**src/rtl/frr_pkg.sv**
```systemverilog
package frr_pkg;
  localparam int unsigned WORD_W  = 32;
  localparam int unsigned EXP_W   = 8;
  localparam int unsigned MAN_W   = 23;
  localparam int unsigned SIG_W   = MAN_W + 1;
  localparam int unsigned BIAS    = 127;
  localparam int unsigned CUT_W   = 4;
  localparam int unsigned EXP_UW  = EXP_W + 3;
  localparam int unsigned WIN_W   = 2 * SIG_W + 3;
  localparam int unsigned KC_W    = $clog2(WIN_W);
  localparam int unsigned KQ_W    = $clog2(SIG_W + 2);
  localparam int unsigned ADJ_W   = EXP_W;
  localparam int unsigned WIDE_W  = 64;
  localparam int          EMIN    = 1 - int'(BIAS);
  localparam int          MIN_LSB = EMIN - int'(MAN_W);

  typedef enum logic [1:0] {
    RM_RNE = 2'b00,
    RM_RDN = 2'b01,
    RM_RUP = 2'b10,
    RM_RTZ = 2'b11
  } rmode_e;

  // bit layout matters: decoded straight from the control byte
  typedef struct packed {
    logic [CUT_W-1:0] cut;
    logic             spe;
    logic             use_ext;
    logic [1:0]       rm_field;
  } ctrl_t;

  typedef struct packed {
    logic              sign;
    logic              is_zero;
    logic              is_inf;
    logic              is_nan;
    logic              is_snan;
    logic [SIG_W-1:0]  sig;
    logic [EXP_UW-1:0] exp_u;
  } opnd_t;
endpackage

```
**src/rtl/frr_unpack.sv**
```systemverilog
module frr_unpack
  import frr_pkg::*;
(
  input  logic [WORD_W-1:0] src_i,
  output opnd_t             opnd_o
);
  logic [EXP_W-1:0] e_fld;
  logic [MAN_W-1:0] f_fld;
  logic             e_max;
  logic             e_min;

  always_comb begin
    e_fld = src_i[WORD_W-2 -: EXP_W];
    f_fld = src_i[MAN_W-1:0];
    e_max = (e_fld == '1);
    e_min = (e_fld == '0);
    opnd_o.sign    = src_i[WORD_W-1];
    opnd_o.is_zero = e_min && (f_fld == '0);
    opnd_o.is_inf  = e_max && (f_fld == '0);
    opnd_o.is_nan  = e_max && (f_fld != '0);
    opnd_o.is_snan = e_max && (f_fld != '0) && !f_fld[MAN_W-1];
    opnd_o.sig     = {!e_min, f_fld};
    opnd_o.exp_u   = e_min ? EXP_UW'(EMIN)
                           : EXP_UW'(e_fld) - EXP_UW'(BIAS);
  end
endmodule

```
**src/rtl/frr_split.sv**
```systemverilog
module frr_split
  import frr_pkg::*;
(
  input  logic              sign_i,
  input  logic [EXP_UW-1:0] exp_u_i,
  input  logic [SIG_W-1:0]  sig_i,
  input  logic [CUT_W-1:0]  cut_i,
  input  rmode_e            rm_i,
  output logic              all_int_o,
  output logic [SIG_W-1:0]  rem_o,
  output logic              rem_nz_o,
  output logic              up_o,
  output logic [KC_W-1:0]   kc_o,
  output logic [ADJ_W-1:0]  adj_o
);
  localparam int unsigned SX_W = SIG_W + 2;
  localparam logic signed [EXP_UW-1:0] KQ_CAP = EXP_UW'(SIG_W + 1);
  localparam logic signed [EXP_UW-1:0] KC_CAP = EXP_UW'(WIN_W - 1);

  logic signed [EXP_UW-1:0] k_s;
  logic [KQ_W-1:0]          kq;
  logic [SX_W-1:0]          sig_x, mask, rem_x, half;
  logic                     gt_half, eq_half, q_lsb;

  always_comb begin
    // k = number of significand bits that lie below the cut
    k_s       = $signed(EXP_UW'(MAN_W)) - $signed(exp_u_i) - $signed(EXP_UW'(cut_i));
    all_int_o = (k_s <= 0);
    kq        = (k_s > KQ_CAP) ? KQ_W'(SIG_W + 1) : KQ_W'(k_s);
    sig_x     = SX_W'(sig_i);
    mask      = (SX_W'(1) << kq) - SX_W'(1);
    rem_x     = sig_x & mask;
    half      = SX_W'(1) << (kq - KQ_W'(1));
    gt_half   = rem_x > half;
    eq_half   = rem_x == half;
    q_lsb     = sig_x[kq];
    rem_o     = rem_x[SIG_W-1:0];
    rem_nz_o  = (rem_x != '0);
    kc_o      = (k_s > KC_CAP) ? KC_W'(WIN_W - 1) : KC_W'(k_s);
    adj_o     = (k_s > KC_CAP) ? ADJ_W'(k_s - KC_CAP) : '0;
    unique case (rm_i)
      RM_RNE:  up_o = gt_half || (eq_half && q_lsb);
      RM_RDN:  up_o = sign_i && rem_nz_o;
      RM_RUP:  up_o = !sign_i && rem_nz_o;
      default: up_o = 1'b0;
    endcase
    if (all_int_o) up_o = 1'b0;
  end
endmodule

```
**src/rtl/frr_norm.sv**
```systemverilog
module frr_norm
  import frr_pkg::*;
(
  input  logic                     sign_i,
  input  logic [EXP_UW-1:0]        exp_u_i,
  input  logic [SIG_W-1:0]         rem_i,
  input  logic                     up_i,
  input  logic [KC_W-1:0]          kc_i,
  input  logic [ADJ_W-1:0]         adj_i,
  input  rmode_e                   rm_i,
  output logic                     sign_o,
  output logic [WORD_W-2:0]        mag_o,
  output logic                     inexact_o
);
  localparam logic signed [EXP_UW-1:0] FLOOR_E = EXP_UW'(MIN_LSB);

  logic [WIN_W-1:0]         diff;
  logic [KC_W-1:0]          lead;
  logic signed [EXP_UW-1:0] lsb_e, msb_e, tgt_e, sh;
  logic [KC_W-1:0]          rs, ls;
  logic [WIDE_W-1:0]        wide, kept_w, lost, half_bit;
  logic [SIG_W-1:0]         kept;
  logic                     guard, sticky, inc;
  logic [SIG_W:0]           sig_r;
  logic [EXP_W-1:0]         eb;

  always_comb begin
    // complement of the remainder when the integer part was rounded away from zero
    diff = up_i ? ((WIN_W'(1) << kc_i) - WIN_W'(rem_i)) : WIN_W'(rem_i);
    lead = '0;
    for (int i = 0; i < WIN_W; i++) begin
      if (diff[i]) lead = KC_W'(i);
    end
    lsb_e = $signed(exp_u_i) - $signed(EXP_UW'(MAN_W))
          + (up_i ? $signed(EXP_UW'(adj_i)) : $signed(EXP_UW'(0)));
    msb_e = lsb_e + $signed(EXP_UW'(lead));
    tgt_e = msb_e - $signed(EXP_UW'(MAN_W));
    if (tgt_e < FLOOR_E) tgt_e = FLOOR_E;
    sh = tgt_e - lsb_e;
    rs = (sh > 0) ? KC_W'(sh) : '0;
    ls = (sh < 0) ? KC_W'(-sh) : '0;
    wide     = WIDE_W'(diff) << ls;
    kept_w   = wide >> rs;
    half_bit = (rs != '0) ? (WIDE_W'(1) << (rs - KC_W'(1))) : '0;
    lost     = wide & ((WIDE_W'(1) << rs) - WIDE_W'(1));
    guard    = |(wide & half_bit);
    sticky   = |(lost & ~half_bit);
    kept     = kept_w[SIG_W-1:0];
    sign_o   = sign_i ^ up_i;
    unique case (rm_i)
      RM_RNE:  inc = guard && (sticky || kept[0]);
      RM_RDN:  inc = sign_o && (guard || sticky);
      RM_RUP:  inc = !sign_o && (guard || sticky);
      default: inc = 1'b0;
    endcase
    sig_r = {1'b0, kept} + (SIG_W + 1)'(inc);
    eb    = kept[SIG_W-1] ? EXP_W'(tgt_e + $signed(EXP_UW'(BIAS + MAN_W))) : '0;
    mag_o = sig_r[SIG_W] ? {eb + EXP_W'(1), {MAN_W{1'b0}}}
                         : {eb, sig_r[MAN_W-1:0]};
    inexact_o = guard || sticky;
  end
endmodule

```
**src/rtl/fp32_frac_reduce.sv**
```systemverilog
module fp32_frac_reduce
  import frr_pkg::*;
(
  input  logic        clk_i,
  input  logic        rst_ni,
  input  logic        valid_i,
  input  logic [31:0] src_i,
  input  logic [7:0]  ctrl_i,
  input  logic [1:0]  ext_rm_i,
  output logic        valid_o,
  output logic [31:0] res_o,
  output logic        invalid_o,
  output logic        inexact_o
);
  localparam logic [WORD_W-1:0] QUIET_BIT = WORD_W'(1) << (MAN_W - 1);

  ctrl_t             cfg;
  rmode_e            rm;
  opnd_t             op;
  logic              all_int, rem_nz, up;
  logic [SIG_W-1:0]  rem;
  logic [KC_W-1:0]   kc;
  logic [ADJ_W-1:0]  adj;
  logic              n_sign, n_inexact;
  logic [WORD_W-2:0] n_mag;
  logic [WORD_W-1:0] res_d;
  logic              inv_d, inx_d;

  assign cfg = ctrl_t'(ctrl_i);
  assign rm  = cfg.use_ext ? rmode_e'(ext_rm_i) : rmode_e'(cfg.rm_field);

  frr_unpack u_unpack (
    .src_i  (src_i),
    .opnd_o (op)
  );

  frr_split u_split (
    .sign_i    (op.sign),
    .exp_u_i   (op.exp_u),
    .sig_i     (op.sig),
    .cut_i     (cfg.cut),
    .rm_i      (rm),
    .all_int_o (all_int),
    .rem_o     (rem),
    .rem_nz_o  (rem_nz),
    .up_o      (up),
    .kc_o      (kc),
    .adj_o     (adj)
  );

  frr_norm u_norm (
    .sign_i    (op.sign),
    .exp_u_i   (op.exp_u),
    .rem_i     (rem),
    .up_i      (up),
    .kc_i      (kc),
    .adj_i     (adj),
    .rm_i      (rm),
    .sign_o    (n_sign),
    .mag_o     (n_mag),
    .inexact_o (n_inexact)
  );

  always_comb begin
    res_d = '0;
    inv_d = 1'b0;
    inx_d = 1'b0;
    if (op.is_nan) begin
      res_d = src_i | QUIET_BIT;
      inv_d = op.is_snan;
    end else if (op.is_inf) begin
      res_d = {op.sign, {(WORD_W-1){1'b0}}};
    end else if (op.is_zero) begin
      res_d = src_i;
    end else if (all_int || !rem_nz) begin
      res_d = {op.sign, {(WORD_W-1){1'b0}}};
    end else begin
      res_d = {n_sign, n_mag};
      inx_d = !cfg.spe && (rem_nz || n_inexact);
    end
  end

  always_ff @(posedge clk_i or negedge rst_ni) begin
    if (!rst_ni) begin
      valid_o   <= 1'b0;
      res_o     <= '0;
      invalid_o <= 1'b0;
      inexact_o <= 1'b0;
    end else begin
      valid_o <= valid_i;
      if (valid_i) begin
        res_o     <= res_d;
        invalid_o <= inv_d;
        inexact_o <= inx_d;
      end
    end
  end
endmodule

```
**config.mk**
```make
export PLATFORM = sky130hd
export DESIGN_NAME = fp32_frac_reduce
export DESIGN_NICKNAME = d
export VERILOG_FILES = /design/src/rtl/frr_pkg.sv /design/src/rtl/frr_unpack.sv /design/src/rtl/frr_split.sv /design/src/rtl/frr_norm.sv /design/src/rtl/fp32_frac_reduce.sv
export SDC_FILE = /design/constraint.sdc
export NUM_CORES = 1
export LEC_CHECK = 0
export ABC_AREA = 1
export BUFFER_PORTS_ARGS = -buffer_cell sky130_fd_sc_hd__buf_2
export CAP_MARGIN = 20
export CORE_ASPECT_RATIO = 1.75
export CORE_UTILIZATION = 35
export CTS_CLUSTER_DIAMETER = 40
export DETAILED_ROUTE_END_ITERATION = 10
export GPL_TIMING_DRIVEN = 0
export PLACE_DENSITY_LB_ADDON = 0.12
export SLEW_MARGIN = 20
export SYNTH_ARGS = -nofsm -noshare
export SYNTH_HDL_FRONTEND = slang
export SYNTH_SLANG_ARGS = --single-unit
```
**constraint.sdc**
```tcl
create_clock -name clk_i -period 1.29 [get_ports clk_i]
set_clock_uncertainty 0.1 [all_clocks]
set_input_delay 0.1935 -clock clk_i [delete_from_list [all_inputs] [get_ports clk_i]]
set_output_delay 0.1935 -clock clk_i [all_outputs]
set_load 0.02 [all_outputs]
```
==> results of run 1 <==
stage by stage:
| stage | instance area, um2 | setup slack [ns] | setup TNS [ns] | std cells | utilization [%] |
|---|---|---|---|---|---|
| after detailed placement | 20400 | -20.99 | -657.17 | 4317 | 38.7 |
| after global placement | 20300 | -21.20 | -663.87 | 4316 | 38.7 |
| after floorplan | 19100 | -15.37 | -478.00 | 3559 | - |
| after global routing | 23300 | -18.35 | -575.17 | 4498 | 44.3 |
| after CTS | 22400 | -16.80 | -526.07 | 4450 | 42.5 |
| final | 23300 | -17.08 | -535.18 | 4498 | 44.3 |
metal layers:
layer	GRT usage, %	routed length [um]	up-vias	part of all wire, %
li1	-	-	12100	-
met1	32.2	32300	10900	32
met2	64.7	49000	894	49
met3	6.84	5220	485	5.2
met4	38.8	13300	8	13
met5	0	57	-	0.057
final cells by class:
class / count / area [um2]
buffer: 149 / 897
sequential: 35 / 876
multi-input combinational: 2869 / 16700
inverter: 506 / 1970
tap: 678 / 848
timing repair buffer: 253 / 1880
clock buffer: 8 / 156
fill: 6027 / 29300
Yosys cell counts (5+ instances only):
library cell and instances:
a211oi_1 7, a21oi_1 98, a221oi_1 5, a31oi_1 27
buf_1 19, buf_2 65, buf_4 9, buf_6 9
clkbuf_1 44, dfrtp_1 35, fa_1 5, ha_1 114
inv_1 473, inv_2 28, mux2i_1 26, nand2_1 1016
nand2_2 21, nand2_4 5, nand3_1 157, nand3_2 20
nand4_1 67, nor2_1 495, nor2_2 37, nor2_4 12
nor3_1 55, nor3_2 7, nor4_1 18, o2111ai_1 15
o211ai_1 36, o21ai_0 167, o21ai_1 195, o21ai_2 43
o21bai_1 10, o221ai_1 7, o22ai_1 18, or2_1 5
or2_2 11, xnor2_1 39, xor2_1 67
placed cells by master (no fill, tap or decap), drive strengths merged, types with 7 or more instances in the layout:
master,Yosys,final
nand2,1042,1042
o22ai,19,19
a211oi,7,7
buf,105,349
nand3,177,177
nand4,69,69
mux2i,26,26
inv,502,499
dfrtp,35,35
xor2,68,68
xnor2,40,40
clkbuf,44,56
nor4,19,19
o211ai,37,37
o221ai,7,7
o2111ai,15,15
a21oi,101,101
nor3,65,65
or2,17,17
o21ai,406,406
ha,114,114
o21bai,10,10
a31oi,28,28
nor2,545,545
state kept, by name, indices dropped and copies added, names as in the netlist:
signal and flops:
res_o 32, invalid_o 1, valid_o 1, inexact_o 1
worst max-delay path by stage:
stage	startpoint	end	slack, ns	depth (start not counted)
final	src_i[24]	res_o[5]	-17.08	176
after global routing	src_i[24]	res_o[30]	-18.35	174
after CTS	src_i[24]	res_o[30]	-16.80	171
after detailed placement	src_i[24]	res_o[5]	-20.99	155
after global placement	src_i[24]	res_o[5]	-21.20	147
after floorplan	src_i[24]	res_o[3]	-15.37	163
cells by family (layout without fill, tap and decap cells):
logic type | after synthesis | count (layout)
mux | 26 | 26
simple gates | 1947 | 1947
xor+xnor | 108 | 108
buf+inv | 655 | 916
compound gates | 669 | 669
flops | 35 | 35
fa+ha+maj | 119 | 119
timing repair:
action | CTS | global route
pin swaps | 108 | 66
cloned | 3 | 0
hold buffers | 2 | 1
hold endpoints to repair | 36 | 1
setup buffers | 120 | 47
gates resized for setup | 211 | 136
endpoints found under the setup margin | 34 | 69
==> flow_summary.json, run 1 <==
{
  "run_status": "finished with violations",
  "violations": "setup timing",
  "dp_hpwl_mm": 81.6,
  "num_io_pins": 80,
  "async_reset_ff_share_pct": 100,
  "synthFlopType": "dfrtp_1",
  "drc": 0,
  "die-area_um2": 54400,
  "finalSetupViolations": 34,
  "num_rows": 111,
  "clk_latency_ns": 0.27,
  "die_h_um": 308,
  "core_area_um2": 52600,
  "max_cap_violations": 0,
  "synth_top_family_by_area": "simple AND/OR/NAND/NOR gates",
  "ant_nets": 0,
  "slowest_delay_ns": 0.48,
  "synth_nets": 3723,
  "drt-pass1-iter-count": 7,
  "netlist_instances": 3559,
  "critical_path_required_ns": 1.36,
  "cp_slowest_cell": "fa_2",
  "cts_tree": "built",
  "synth_cell_type_count": 79,
  "vias_per_cell": 5.42,
  "r2r_cells": 2,
  "vias": 24400,
  "synth_enable_flop_cells": 0,
  "cp_num_buf_inv": 39,
  "wirelength_mm": 99.8,
  "synth.area.top_cells": "nand2_1 20%, nor2_1 9.9%, inv_1 9.5%",
  "clk_pin_slew_worst_paths_ns": 0.05,
  "drive_above_1_share_pct": 21.1,
  "grt_pass1_vias": 24100,
  "cp-start-kind": "input port",
  "hold_class": "input port to register",
  "r2r_end": "res_o[4]",
  "final_hold_viol_count": 0,
  "finalMaxSlewViolations": 0,
  "grt_use_total_pct": 36.1,
  "synth_area_per_cell_um2": 5.25,
  "grt_max_degree": 36,
  "synth-simple-area-share_pct": 45.0,
  "worstHoldPathCells": 2,
  "critPathTopFamily": "simple AND/OR/NAND/NOR gates",
  "critical_path_class": "input port to register",
  "worst_pin_slew_ns": 1.04,
  "grt_setup_unrepaired": "true",
  "r2r_start": "res_o[4]",
  "clk_root_buffer_cell": "clkbuf_16",
  "cts_made_buffers": 5,
  "netlist_area_um2": 18700,
  "yosys.area_share.xor_xnor_pct": 5.20,
  "cts_sinks": 35,
  "setup_ws_ns": -17.08,
  "holdPathEnd": "invalid_o",
  "synth-compound-area-share_pct": 21.3,
  "synth_top_area_share_pct": 20.4,
  "whs_ns": 0.113,
  "io_buffers": 79,
  "synth_fa_ha_area_share_pct": 8.16,
  "min_period_ns": 18.37,
  "place_congestion": 1.08,
  "clock_path_buffers": 2,
  "crit_arrival_ns": 18.43,
  "cp_common_cell": "nand2_1",
  "fp.dieW_um": 177,
  "grt_first_pass_wirelength_mm": 146,
  "muxShareOfSynthArea_pct": 1.39,
  "area_delta_synth_final_pct": 24.7,
  "max_slew_margin_pct": 30.4,
  "grt.overflow.total": 0,
  "rrSetupSlack_ns": 0.44,
  "yosysTopAreaCell": "nand2_1",
  "cp_max_fo": 7,
  "wl_per_cell_um": 22.2,
  "yosys_register_bits": 35,
  "grt_antenna_before_repair": 4,
  "start_util_pct": 35.5,
  "end_kind": "register",
  "fmax_ghz": 0.0544,
  "period_share_pct": 1420,
  "htreeDepth": 2,
  "diodes": 0,
  "hp-start": "src_i[22]",
  "ys.warnings.count": 0,
  "drt_iter0_markers": 1572,
  "nets": 3983,
  "yosysSeqAreaShare_pct": 4.68
}
Power of run 1 is not shown: default switching activity piles up to over one toggle a cycle in this logic, so the estimate is an artifact.
==> run 2: changes to the inputs <==
--- a/config.mk
+++ b/config.mk
@@ -10,4 +10,5 @@
 export CAP_MARGIN = 20
 export CORE_ASPECT_RATIO = 1.75
+export CORE_MARGIN = 5
 export CORE_UTILIZATION = 35
 export CTS_CLUSTER_DIAMETER = 40
@@ -19,2 +20,3 @@
 export SYNTH_HDL_FRONTEND = slang
 export SYNTH_SLANG_ARGS = --single-unit
+export TNS_END_PERCENT = 1
==> constraint.sdc (replaced) <==
create_clock -name clk_i -period 1.29 [get_ports clk_i]
set_clock_uncertainty 0.1 [all_clocks]
set_input_delay 0.0645 -clock clk_i [delete_from_list [all_inputs] [get_ports clk_i]]
set_output_delay 0.0645 -clock clk_i [all_outputs]
set_load 0.02 [all_outputs]
==> run 2 against run 1 <==
The flow still finishes with violations (setup timing); clock-buffer cell count decreased by 1; wire length decreased by 1.3%; global-route usage decreased by 3.6 points; register-to-register slack got worse by 0.04 ns; non-clock buffer count decreased by 107; via count decreased by 1.3%; cell area decreased by 7.3%; critical endpoint is now res_o[29]; maximum frequency decreased by 0.81%.
==> flow_summary.json, run 2 (same netlist as run 1, synthesis figures left out) <==
{
  "r2r_cells": 2,
  "endpoint": "res_o[29]",
  "seq_area_um2": 876,
  "multi_input_area_um2": 16000,
  "hold_class": "input port to register",
  "cts_tree": "built",
  "ant_nets": 0,
  "fp.dieW_um": 185,
  "critical_path_class": "input port to register",
  "setup_ws_ns": -17.23,
  "placed_cell_area_um2": 20300,
  "die_h_um": 316,
  "finalSetupViolations": 34,
  "cp_common_cell": "nand2_1",
  "end_kind": "register",
  "finalMaxSlewViolations": 0,
  "max_flop_register": "res_o",
  "drive_above_1_share_pct": 16.2,
  "grt_first_pass_wirelength_mm": 143,
  "vias_per_cell": 5.47,
  "grt_antenna_before_repair": 2,
  "cts_made_buffers": 5,
  "grt.overflow.total": 0,
  "grt_use_total_pct": 32.4,
  "dp_hpwl_mm": 83.6,
  "place_congestion": 1.05,
  "crit_cells": 150,
  "num_io_pins": 80,
  "r2r_start": "res_o[8]",
  "min_period_ns": 18.52,
  "crit_arrival_ns": 18.57,
  "clk_pin_slew_worst_paths_ns": 0.05,
  "cp_slowest_cell": "fa_2",
  "drt-pass1-iter-count": 6,
  "fmax_ghz": 0.0540,
  "clk_latency_ns": 0.28,
  "critical_path_required_ns": 1.34,
  "wirelength_mm": 98.5,
  "core_area_um2": 53100,
  "final_hold_viol_count": 0,
  "final_common_cell": "nand2_1",
  "final_cell_mix": "991 x nand2_1, 459 x nor2_1, 455 x inv_1, 205 x o21ai_1, 150 x o21ai_0",
  "io_buffers": 79,
  "cp_num_buf_inv": 26,
  "postLayoutCellArea_um2": 21600,
  "htreeDepth": 2,
  "max_cap_violations": 0,
  "slowest_delay_ns": 0.70,
  "largest_reg_flops": 32,
  "drc": 0,
  "r2r_end": "res_o[8]",
  "start_util_pct": 35.2,
  "grt_pass1_vias": 23700,
  "rrSetupSlack_ns": 0.40,
  "vias": 24000,
  "worst_pin_slew_ns": 1.08,
  "area_delta_synth_final_pct": 15.6,
  "drt_iter0_markers": 1665,
  "wl_per_cell_um": 22.4,
  "grt_setup_unrepaired": "true",
  "grt_max_degree": 36,
  "nets": 3876,
  "critPathTopFamily": "simple AND/OR/NAND/NOR gates",
  "clock_path_buffers": 2,
  "period_share_pct": 1440,
  "cts_sinks": 35,
  "clk_root_buffer_cell": "clkbuf_16",
  "run_status": "finished with violations",
  "violations": "setup timing",
  "max_slew_margin_pct": 27.5,
  "worstSetupStartpoint": "src_i[24]",
  "cp-start-kind": "input port",
  "cp_max_fo": 10,
  "die-area_um2": 58300,
  "num_rows": 112,
  "fill_cells": 6261
}
run 2: timing repair:
| item | in CTS | in global routing |
|---|---|---|
| pin swaps | 72 | 36 |
| buffers inserted | 52 | 10 |
| gates cloned | 1 | 0 |
| resized for setup | 135 | 43 |
| hold endpoints to repair | 38 | 0 |
| endpoints found under the setup margin | 34 | 34 |
| hold buffers | 4 | 0 |
run 2: per-stage QoR:
step                      worst slack (ns)  hold WS [ns]  setup TNS, ns  instances  util, %
after floorplan                     -15.26        -0.331        -474.43       3559        -
after global placement              -20.36        0.0967        -638.56       4322     38.2
after detailed placement            -20.24        0.0951        -634.73       4322     38.2
after CTS                           -17.06        0.0165        -533.25       4387     40.3
after global routing                -18.63        0.0120        -582.16       4397     40.7
final                               -17.23        0.0179        -538.31       4398     40.7
run 2: area by class of cell:
class,instances,share of cell area [%]
Inverter,506,9.05
Antenna cell,1,0.0116
Tap cell,684,3.96
Sequential cell,35,4.05
Clock buffer,7,0.706
Multi-Input combinational cell,2869,74.0
Clock inverter,1,0.0347
Buffer,149,3.91
Timing Repair Buffer,146,4.25
run 2: worst register-to-register path: cells and delay by family (launching register included):
kind | cells | cell delay (ns)
and+or+nand+nor | 1 | 0.07
DFF | 1 | 0.41
AOI/OAI and AO/OA | 1 | 0.22
run 2: worst min-delay path by stage:
stage	slack, ns	end	from	cells past startpoint
5_1_grt	0.01	res_o[0]	src_i[0]	3
2_1_floorplan	-0.33	inexact_o	rst_ni	0
4_1_cts	0.02	res_o[7]	src_i[7]	3
6_report	0.02	res_o[0]	src_i[0]	3
3_5_place_dp	0.1	res_o[17]	rst_ni	1
3_3_place_gp	0.1	res_o[17]	rst_ni	1
run 2: per-layer routing:
metal	GRT usage (%)	share of wire [%]	up-vias
met4	33.0	13	2
met2	59.5	50	884
met1	29.5	32	10900
met5	0	0.013	-
met3	3.82	4.2	425
li1	-	-	11900
Power of run 2 is left out for the same reason.
